`src/rtl/spi_eeprom_hold_pkg.sv`:
```
package spi_eeprom_hold_pkg;
  localparam logic [7:0] OP_NONE  = 8'h00;
  localparam logic [7:0] OP_WRSR  = 8'h01;
  localparam logic [7:0] OP_WRITE = 8'h02;
  localparam logic [7:0] OP_READ  = 8'h03;
  localparam logic [7:0] OP_WRDI  = 8'h04;
  localparam logic [7:0] OP_RDSR  = 8'h05;
  localparam logic [7:0] OP_WREN  = 8'h06;

  // Status byte layout: guard bits, enable latch, busy flag.
  function automatic logic [7:0] status_word(input logic [1:0] guard,
                                             input logic wel, input logic wip);
    return {4'b0000, guard, wel, wip};
  endfunction

  // Byte counter that sticks at its top value.
  function automatic logic [2:0] count_up_sat(input logic [2:0] n);
    return (n == 3'd7) ? n : n + 3'd1;
  endfunction
endpackage

```
`src/rtl/spi_eeprom_hold_front.sv`:
```
module spi_eeprom_hold_front (
  input  logic clk,
  input  logic rst_n,
  input  logic cs_n,
  input  logic sck,
  input  logic hold_n,
  output logic sck_rise,
  output logic sck_fall,
  output logic cs_rise,
  output logic hold_act
);
  logic sck_q, cs_q;

  always_ff @(posedge clk or negedge rst_n) begin
    if (!rst_n) begin
      sck_q    <= 1'b0;
      cs_q     <= 1'b1;
      hold_act <= 1'b0;
    end else begin
      sck_q <= sck;
      cs_q  <= cs_n;
      if (cs_n)      hold_act <= 1'b0;
      else if (!sck) hold_act <= !hold_n;
    end
  end

  assign sck_rise = sck & ~sck_q & ~cs_n & ~cs_q & ~hold_act;
  assign sck_fall = ~sck & sck_q & ~cs_n & ~hold_act;
  assign cs_rise  = cs_n & ~cs_q;
endmodule

```
`src/rtl/spi_eeprom_hold_store.sv`:
```
module spi_eeprom_hold_store #(
  parameter int ADDR_W = 8
) (
  input  logic              clk,
  input  logic              rst_n,
  input  logic              we,
  input  logic [ADDR_W-1:0] waddr,
  input  logic [7:0]        wdata,
  input  logic [ADDR_W-1:0] raddr,
  output logic [7:0]        rdata
);
  localparam int DEPTH = 1 << ADDR_W;
  logic [7:0] cells [DEPTH];

  always_ff @(posedge clk or negedge rst_n) begin
    if (!rst_n) begin
      for (int i = 0; i < DEPTH; i++) cells[i] <= 8'hFF;
    end else if (we) begin
      cells[waddr] <= wdata;
    end
  end

  assign rdata = cells[raddr];
endmodule

```
`src/rtl/spi_eeprom_hold_timer.sv`:
```
module spi_eeprom_hold_timer #(
  parameter int CYCLES = 64
) (
  input  logic clk,
  input  logic rst_n,
  input  logic start,
  output logic busy,
  output logic done
);
  localparam int CW = $clog2(CYCLES + 1);
  logic [CW-1:0] left;

  always_ff @(posedge clk or negedge rst_n) begin
    if (!rst_n)            left <= '0;
    else if (start)        left <= CW'(CYCLES);
    else if (left != '0)   left <= left - CW'(1);
  end

  assign busy = (left != '0);
  assign done = (left == CW'(1));
endmodule

```
`src/rtl/spi_eeprom_hold.sv`:
```
module spi_eeprom_hold #(
  parameter int ADDR_W      = 8,
  parameter int BUSY_CYCLES = 64
) (
  input  logic clk,
  input  logic rst_n,
  input  logic cs_n,
  input  logic sck,
  input  logic si,
  input  logic wp_n,
  input  logic hold_n,
  output logic so,
  output logic so_oe
);
  import spi_eeprom_hold_pkg::*;

  logic              sck_rise, sck_fall, cs_rise, hold_act;
  logic              busy, tmr_done, start_wr, frame_ok;
  logic [2:0]        bitpos, nbytes;
  logic [6:0]        shin;
  logic [7:0]        byte_in, opcode, wdata, outsh, rd_data, status;
  logic [ADDR_W-1:0] addr, rd_addr;
  logic [1:0]        guard;
  logic              wel, cancel, rd_mode, drive_q, so_q;

  spi_eeprom_hold_front u_front (
    .clk(clk), .rst_n(rst_n), .cs_n(cs_n), .sck(sck), .hold_n(hold_n),
    .sck_rise(sck_rise), .sck_fall(sck_fall), .cs_rise(cs_rise), .hold_act(hold_act)
  );

  spi_eeprom_hold_store #(.ADDR_W(ADDR_W)) u_store (
    .clk(clk), .rst_n(rst_n), .we(start_wr && opcode == OP_WRITE),
    .waddr(addr), .wdata(wdata), .raddr(rd_addr), .rdata(rd_data)
  );

  spi_eeprom_hold_timer #(.CYCLES(BUSY_CYCLES)) u_timer (
    .clk(clk), .rst_n(rst_n), .start(start_wr), .busy(busy), .done(tmr_done)
  );

  assign byte_in  = {shin, si};
  assign status   = status_word(guard, wel, busy);
  assign rd_addr  = (nbytes == 3'd1) ? byte_in[ADDR_W-1:0] : addr;
  assign frame_ok = (bitpos == 3'd0) &&
                    ((opcode == OP_WRITE && nbytes == 3'd3) ||
                     (opcode == OP_WRSR  && nbytes == 3'd2));
  assign start_wr = cs_rise && frame_ok && wel && !cancel && !busy;

  always_ff @(posedge clk or negedge rst_n) begin
    if (!rst_n) begin
      bitpos <= '0; nbytes <= '0; shin <= '0; opcode <= OP_NONE;
      addr <= '0; wdata <= '0; outsh <= '0; guard <= '0;
      wel <= 1'b0; cancel <= 1'b0; rd_mode <= 1'b0; drive_q <= 1'b0; so_q <= 1'b0;
    end else begin
      if (tmr_done) wel <= 1'b0;
      if (start_wr && opcode == OP_WRSR) guard <= wdata[3:2];
      if (cs_n) begin
        bitpos  <= '0;
        nbytes  <= '0;
        opcode  <= OP_NONE;
        rd_mode <= 1'b0;
        drive_q <= 1'b0;
        cancel  <= 1'b0;
      end else begin
        if (!wp_n) cancel <= 1'b1;
        if (sck_rise) begin
          shin   <= byte_in[6:0];
          bitpos <= bitpos + 3'd1;
          if (bitpos == 3'd7) begin
            nbytes <= count_up_sat(nbytes);
            if (nbytes == 3'd0) begin
              if (!busy || byte_in == OP_RDSR) opcode <= byte_in;
              if (!busy && byte_in == OP_WREN) wel <= 1'b1;
              if (!busy && byte_in == OP_WRDI) wel <= 1'b0;
              if (byte_in == OP_RDSR) begin
                outsh   <= status;
                rd_mode <= 1'b1;
              end
            end else begin
              case (opcode)
                OP_READ: begin
                  outsh   <= rd_data;
                  addr    <= rd_addr + {{(ADDR_W-1){1'b0}}, 1'b1};
                  rd_mode <= 1'b1;
                end
                OP_RDSR:  outsh <= status;
                OP_WRITE: begin
                  if (nbytes == 3'd1)      addr  <= byte_in[ADDR_W-1:0];
                  else if (nbytes == 3'd2) wdata <= byte_in;
                end
                OP_WRSR:  if (nbytes == 3'd1) wdata <= byte_in;
                default: ;
              endcase
            end
          end
        end
        if (sck_fall && rd_mode) begin
          so_q    <= outsh[7];
          outsh   <= {outsh[6:0], 1'b0};
          drive_q <= 1'b1;
        end
      end
    end
  end

  assign so    = so_q;
  assign so_oe = drive_q & ~hold_act;
endmodule

```
`config.mk`:
```
export PLATFORM = sky130hd
export DESIGN_NAME = spi_eeprom_hold
export DESIGN_NICKNAME = d
export VERILOG_FILES = /design/src/rtl/spi_eeprom_hold_pkg.sv /design/src/rtl/spi_eeprom_hold_front.sv /design/src/rtl/spi_eeprom_hold_store.sv /design/src/rtl/spi_eeprom_hold_timer.sv /design/src/rtl/spi_eeprom_hold.sv
export SDC_FILE = /design/constraint.sdc
export NUM_CORES = 2
export LEC_CHECK = 0
export BUFFER_PORTS_ARGS = -buffer_cell sky130_fd_sc_hd__buf_2
export CAP_MARGIN = 20
export CORE_MARGIN = 5
export CORE_UTILIZATION = 40
export DETAILED_ROUTE_END_ITERATION = 6
export SYNTH_ARGS = -nofsm -noshare
export SYNTH_HDL_FRONTEND = slang
export SYNTH_HIERARCHICAL = 1
export SYNTH_SLANG_ARGS = --single-unit
```
`constraint.sdc`:
```
create_clock -name clk -period 4 [get_ports clk]
set_input_delay 0.6 -clock clk [delete_from_list [all_inputs] [get_ports clk]]
set_output_delay 0.6 -clock clk [all_outputs]
set_load 0.05 [all_outputs]
```
==> impl_results.md <==
- Slew @ Worst Pin: 1.17 ns
- Die width: 508 µm
- # clock sinks: about 2.1k
- Detailed Route WL: 282 mm
- Layout area overhead: 19.9%
- Tcrit/Tclk final: 1.02
- Max H-tree Level: 4
- Sequential-to-total area share from yosys stat: 0.557
- Total congestion overflow: 0
- First-pass GRT wire length: 425 mm
- Tot Pwr: 43.2 mW
- Largest area contributor in the netlist: dfstp_2
- Syn Area/Cell: 15.6 µm²
- CP endpoint: outsh[3]$_DFFE_PN0P_
- Post-route setup slack: -0.0632 ns
- Crit Path Class: reg2reg
- CP startpoint kind: flip-flop
- Num rows: 183
- Worst EP required: roughly 4.8 ns
- Worst Setup End Kind: flip-flop
- Final ANT Viol Nets: 0
- Synth unique cells: 83
- Number of flops mapped to enable cells by yosys: 0
- Maximum VDD drop: 0.474 mV
- Via count: around 59k
- Starting Density: 0.401
- Largest net degree at the start of global routing: 156
- Critical path fanouts, max: 7
- Clk_skew: 0.0670 ns
- Yosys reg bits: 2110
- DIE AREA: 258000 µm²
- DRC Markers: 0
- Finish-stage setup viols: 5
- Delay of the slowest critical-path stage: 0.51 ns
- Worst R2R Setup Slack: -0.06 ns
- Slowest cell on the critical path: mux4_2
- Number of CTS-inserted buffers: 221
- Cells after synthesis: 6386
- Final hold vios: 0
- Final nets: approximately 7k
- Reg2Reg Capture Point: outsh[3]$_DFFE_PN0P_
- Dpl hpwl: 184 mm
- Relative slew slack: 0.222
- Total GRT Usage: 0.216
- Initial DRC count: just over 4k
- Max Cap Viol: 0
- Status: finished with violations
- Clk root buf: clkbuf_16
- Max Freq: 0.246 GHz
- Die height: a little over 500 µm
- Latest clock arrival within the worst-skew pair: 0.89 ns
- Async S/R FF share, synth: 1.00
- Routed len/inst: 26.7 µm
- Tmin final: 4.06 ns
- Slew Limit Fails: 0
- Syn nets: 6405
- TritonCTS clock tree: yes
- Failing checks: negative setup slack
- Worst min path class: in2reg
- Vias in the first global route: 63.3k
- Mapped Area: 99300 µm²
- First drt pass iteration count: 5
- Placer Congestion: 0.847
- Clock transition at path regs: 0.06 ns
- CP Data Arrival Time: 4.84 ns
- Top FF cell, synth: dfstp_2
- Port Buffers: 8
- Critical path origin: nbytes[1]$_DFFE_PN0P_
- Leakage: 46.6 nW
- Max clock buf depth: 3
- Share of the synthesized area in the top cell type: 0.542
- Fin Hold WS: 0.0829 ns
- R2r startpoint: nbytes[1]$_DFFE_PN0P_
- DR vias/cell: 5.60
- Hold_sp: cs_n
- Core Area: between 200000 and 250000 µm²
- Final TNS setup: -0.162 ns
- Top-level I/O count: 9
- Fraction of layout instances using a drive strength above 1: 0.847
- Initial antenna violation count: 9
- PwrDens: 363 nW/µm²
- Critical path's most frequent cell: buf_4
- Synth area leaders: dfstp_2, mux2_2, mux4_2
- R2R cell count: 16
- Critical path cell sequence: inv_2, ha_4, or2b_4, mux2_8, buf_12, buf_4, buf_6, mux4_2, a22oi_1, a21oi_2, nor4_2, buf_4, nor3_1, nand2_1, o211ai_1, mux2_2
- RSZ-0062 raised after global routing: yes
- Warnings, synthesis: 6
synth_stat cells (5+ instances only):
master,n
a211oi_1,5
a21oi_1,115
a221oi_1,11
a22o_1,15
a22oi_1,160
a31oi_1,6
and2_1,12
and3_1,8
buf_1,12
buf_12,12
buf_2,81
buf_4,14
buf_6,30
buf_8,11
clkbuf_1,312
dfrtp_1,61
dfstp_2,2049
ha_1,12
inv_1,16
mux2_2,2084
mux2i_1,166
mux4_2,443
nand2_1,199
nand2b_1,17
nand3_1,31
nand4_1,9
nor2_1,165
nor2_2,60
nor2b_1,29
nor3_1,28
nor4_1,24
nor4b_1,6
o211ai_1,5
o21ai_0,35
o221ai_1,32
o22ai_1,31
o31ai_1,5
or4_1,5
xnor2_1,7
through the flow:
stage | area [µm²] | cells | utilization | setup slack, ns
2_1_floorplan | 99300 | 6386 | - | 0.260
3_3_place_gp | 109000 | 10061 | 0.442 | -0.765
3_5_place_dp | 109000 | 10061 | 0.442 | -0.698
4_1_cts | 118000 | 10511 | 0.476 | -0.0838
5_1_grt | 119000 | 10558 | 0.480 | -0.148
6_report | 119000 | 10559 | 0.480 | -0.0632
worst max-delay path, delay by kind of cell, from the launching register on:
family | cells | cell delay [ns]
muxes | 3 | 1.10
buffers and inverters | 5 | 0.85
and+or+nand+nor | 4 | 0.84
AOI/OAI and AO/OA | 3 | 0.62
DFF | 1 | 0.39
adders and majority gates | 1 | 0.13
layout by cell type (no fill, tap or decap), drive strengths merged, types with 25 or more instances in the layout:
| cell | Yosys | routed |
|---|---|---|
| nor2 | 225 | 225 |
| nor4 | 25 | 25 |
| dfstp | 2049 | 2049 |
| o21ai | 37 | 37 |
| a21oi | 116 | 116 |
| o22ai | 31 | 31 |
| buf | 160 | 891 |
| clkinv | 1 | 57 |
| mux4 | 443 | 443 |
| a22oi | 160 | 160 |
| dfrtp | 61 | 61 |
| nand2 | 200 | 200 |
| nor2b | 29 | 29 |
| mux2 | 2084 | 2086 |
| mux2i | 166 | 166 |
| o221ai | 34 | 34 |
| nand3 | 32 | 32 |
| nor3 | 32 | 32 |
| clkbuf | 312 | 334 |
repair_timing:
item	4_1_cts	5_1_grt
resized for setup	124	123
pin swaps	25	36
endpoints found under the setup margin	250	1827
hold endpoints to repair	10	0
hold buffers	4	0
gates cloned	7	4
setup buffers	33	42
how the worst min path moves through the flow:
stage	endpoint	slack, ns	cells after the start
after floorplan	addr[0]$_DFFE_PN0P_	0.30	0
after global placement	outsh[0]$_DFFE_PN0P_	0.47	1
after detailed placement	outsh[0]$_DFFE_PN0P_	0.49	1
after CTS	u_front/cs_q$_DFF_PN1_	0.02	2
after global routing	u_front/cs_q$_DFF_PN1_	0.06	2
final	u_front/cs_q$_DFF_PN1_	0.08	2
state kept, by name, indices dropped and copies added (netlist names):
register	flops
drive_q	1
u_store/cells	2048
wdata	8
outsh	8
rd_mode	1
u_front/hold_act	1
so	1
u_front/cs_q	1
guard	2
u_timer/left	7
nbytes	3
bitpos	3
opcode	8
addr	8
u_front/sck_q	1
cancel	1
wel	1
shin	7
power breakdown:
group | internal, mW | total (mW) | switching [mW]
clock | 12.4 | 21.2 | 8.75
combinational | 0.0822 | 0.534 | 0.452
sequential | 21.5 | 21.5 | 0.0256
total | 34.0 | 43.2 | 9.23
final cells by class:
type / instances / area, µm²
antenna: 5 / 12.5
clock inverter: 77 / 923
timing repair buffer: 901 / 9470
tap: 3330 / 4170
clock buffer: 330 / 6630
sequential: 2110 / 55400
fill: 21048 / 129000
inverter: 19 / 71.3
multi-input combinational: 3787 / 42400
routing by layer:
metal / GRT usage / vias up / routed length (µm) / part of all wire
li1: - / 25180 / - / -
met1: 0.303 / 32250 / 127000 / 0.45
met2: 0.349 / 1232 / 134000 / 0.48
met3: 0.0315 / 424 / 12100 / 0.043
met4: 0.0645 / 0 / 8520 / 0.030
met5: 0 / - / 0 / 0
logic make-up after synthesis:
| kind of cell | after synthesis | share of synthesized area |
|---|---|---|
| buffers and inverters | 491 | 0.0256 |
| multiplexers | 2693 | 0.353 |
| adder cells (fa/ha/maj) | 12 | 0.00151 |
| AO/OA/AOI/OAI | 447 | 0.0308 |
| flip-flops | 2110 | 0.557 |
| AND/OR/NAND/NOR | 624 | 0.0306 |
| XOR/XNOR | 9 | 0.000794 |
No activity file was read; power rests on OpenSTA's default activity.
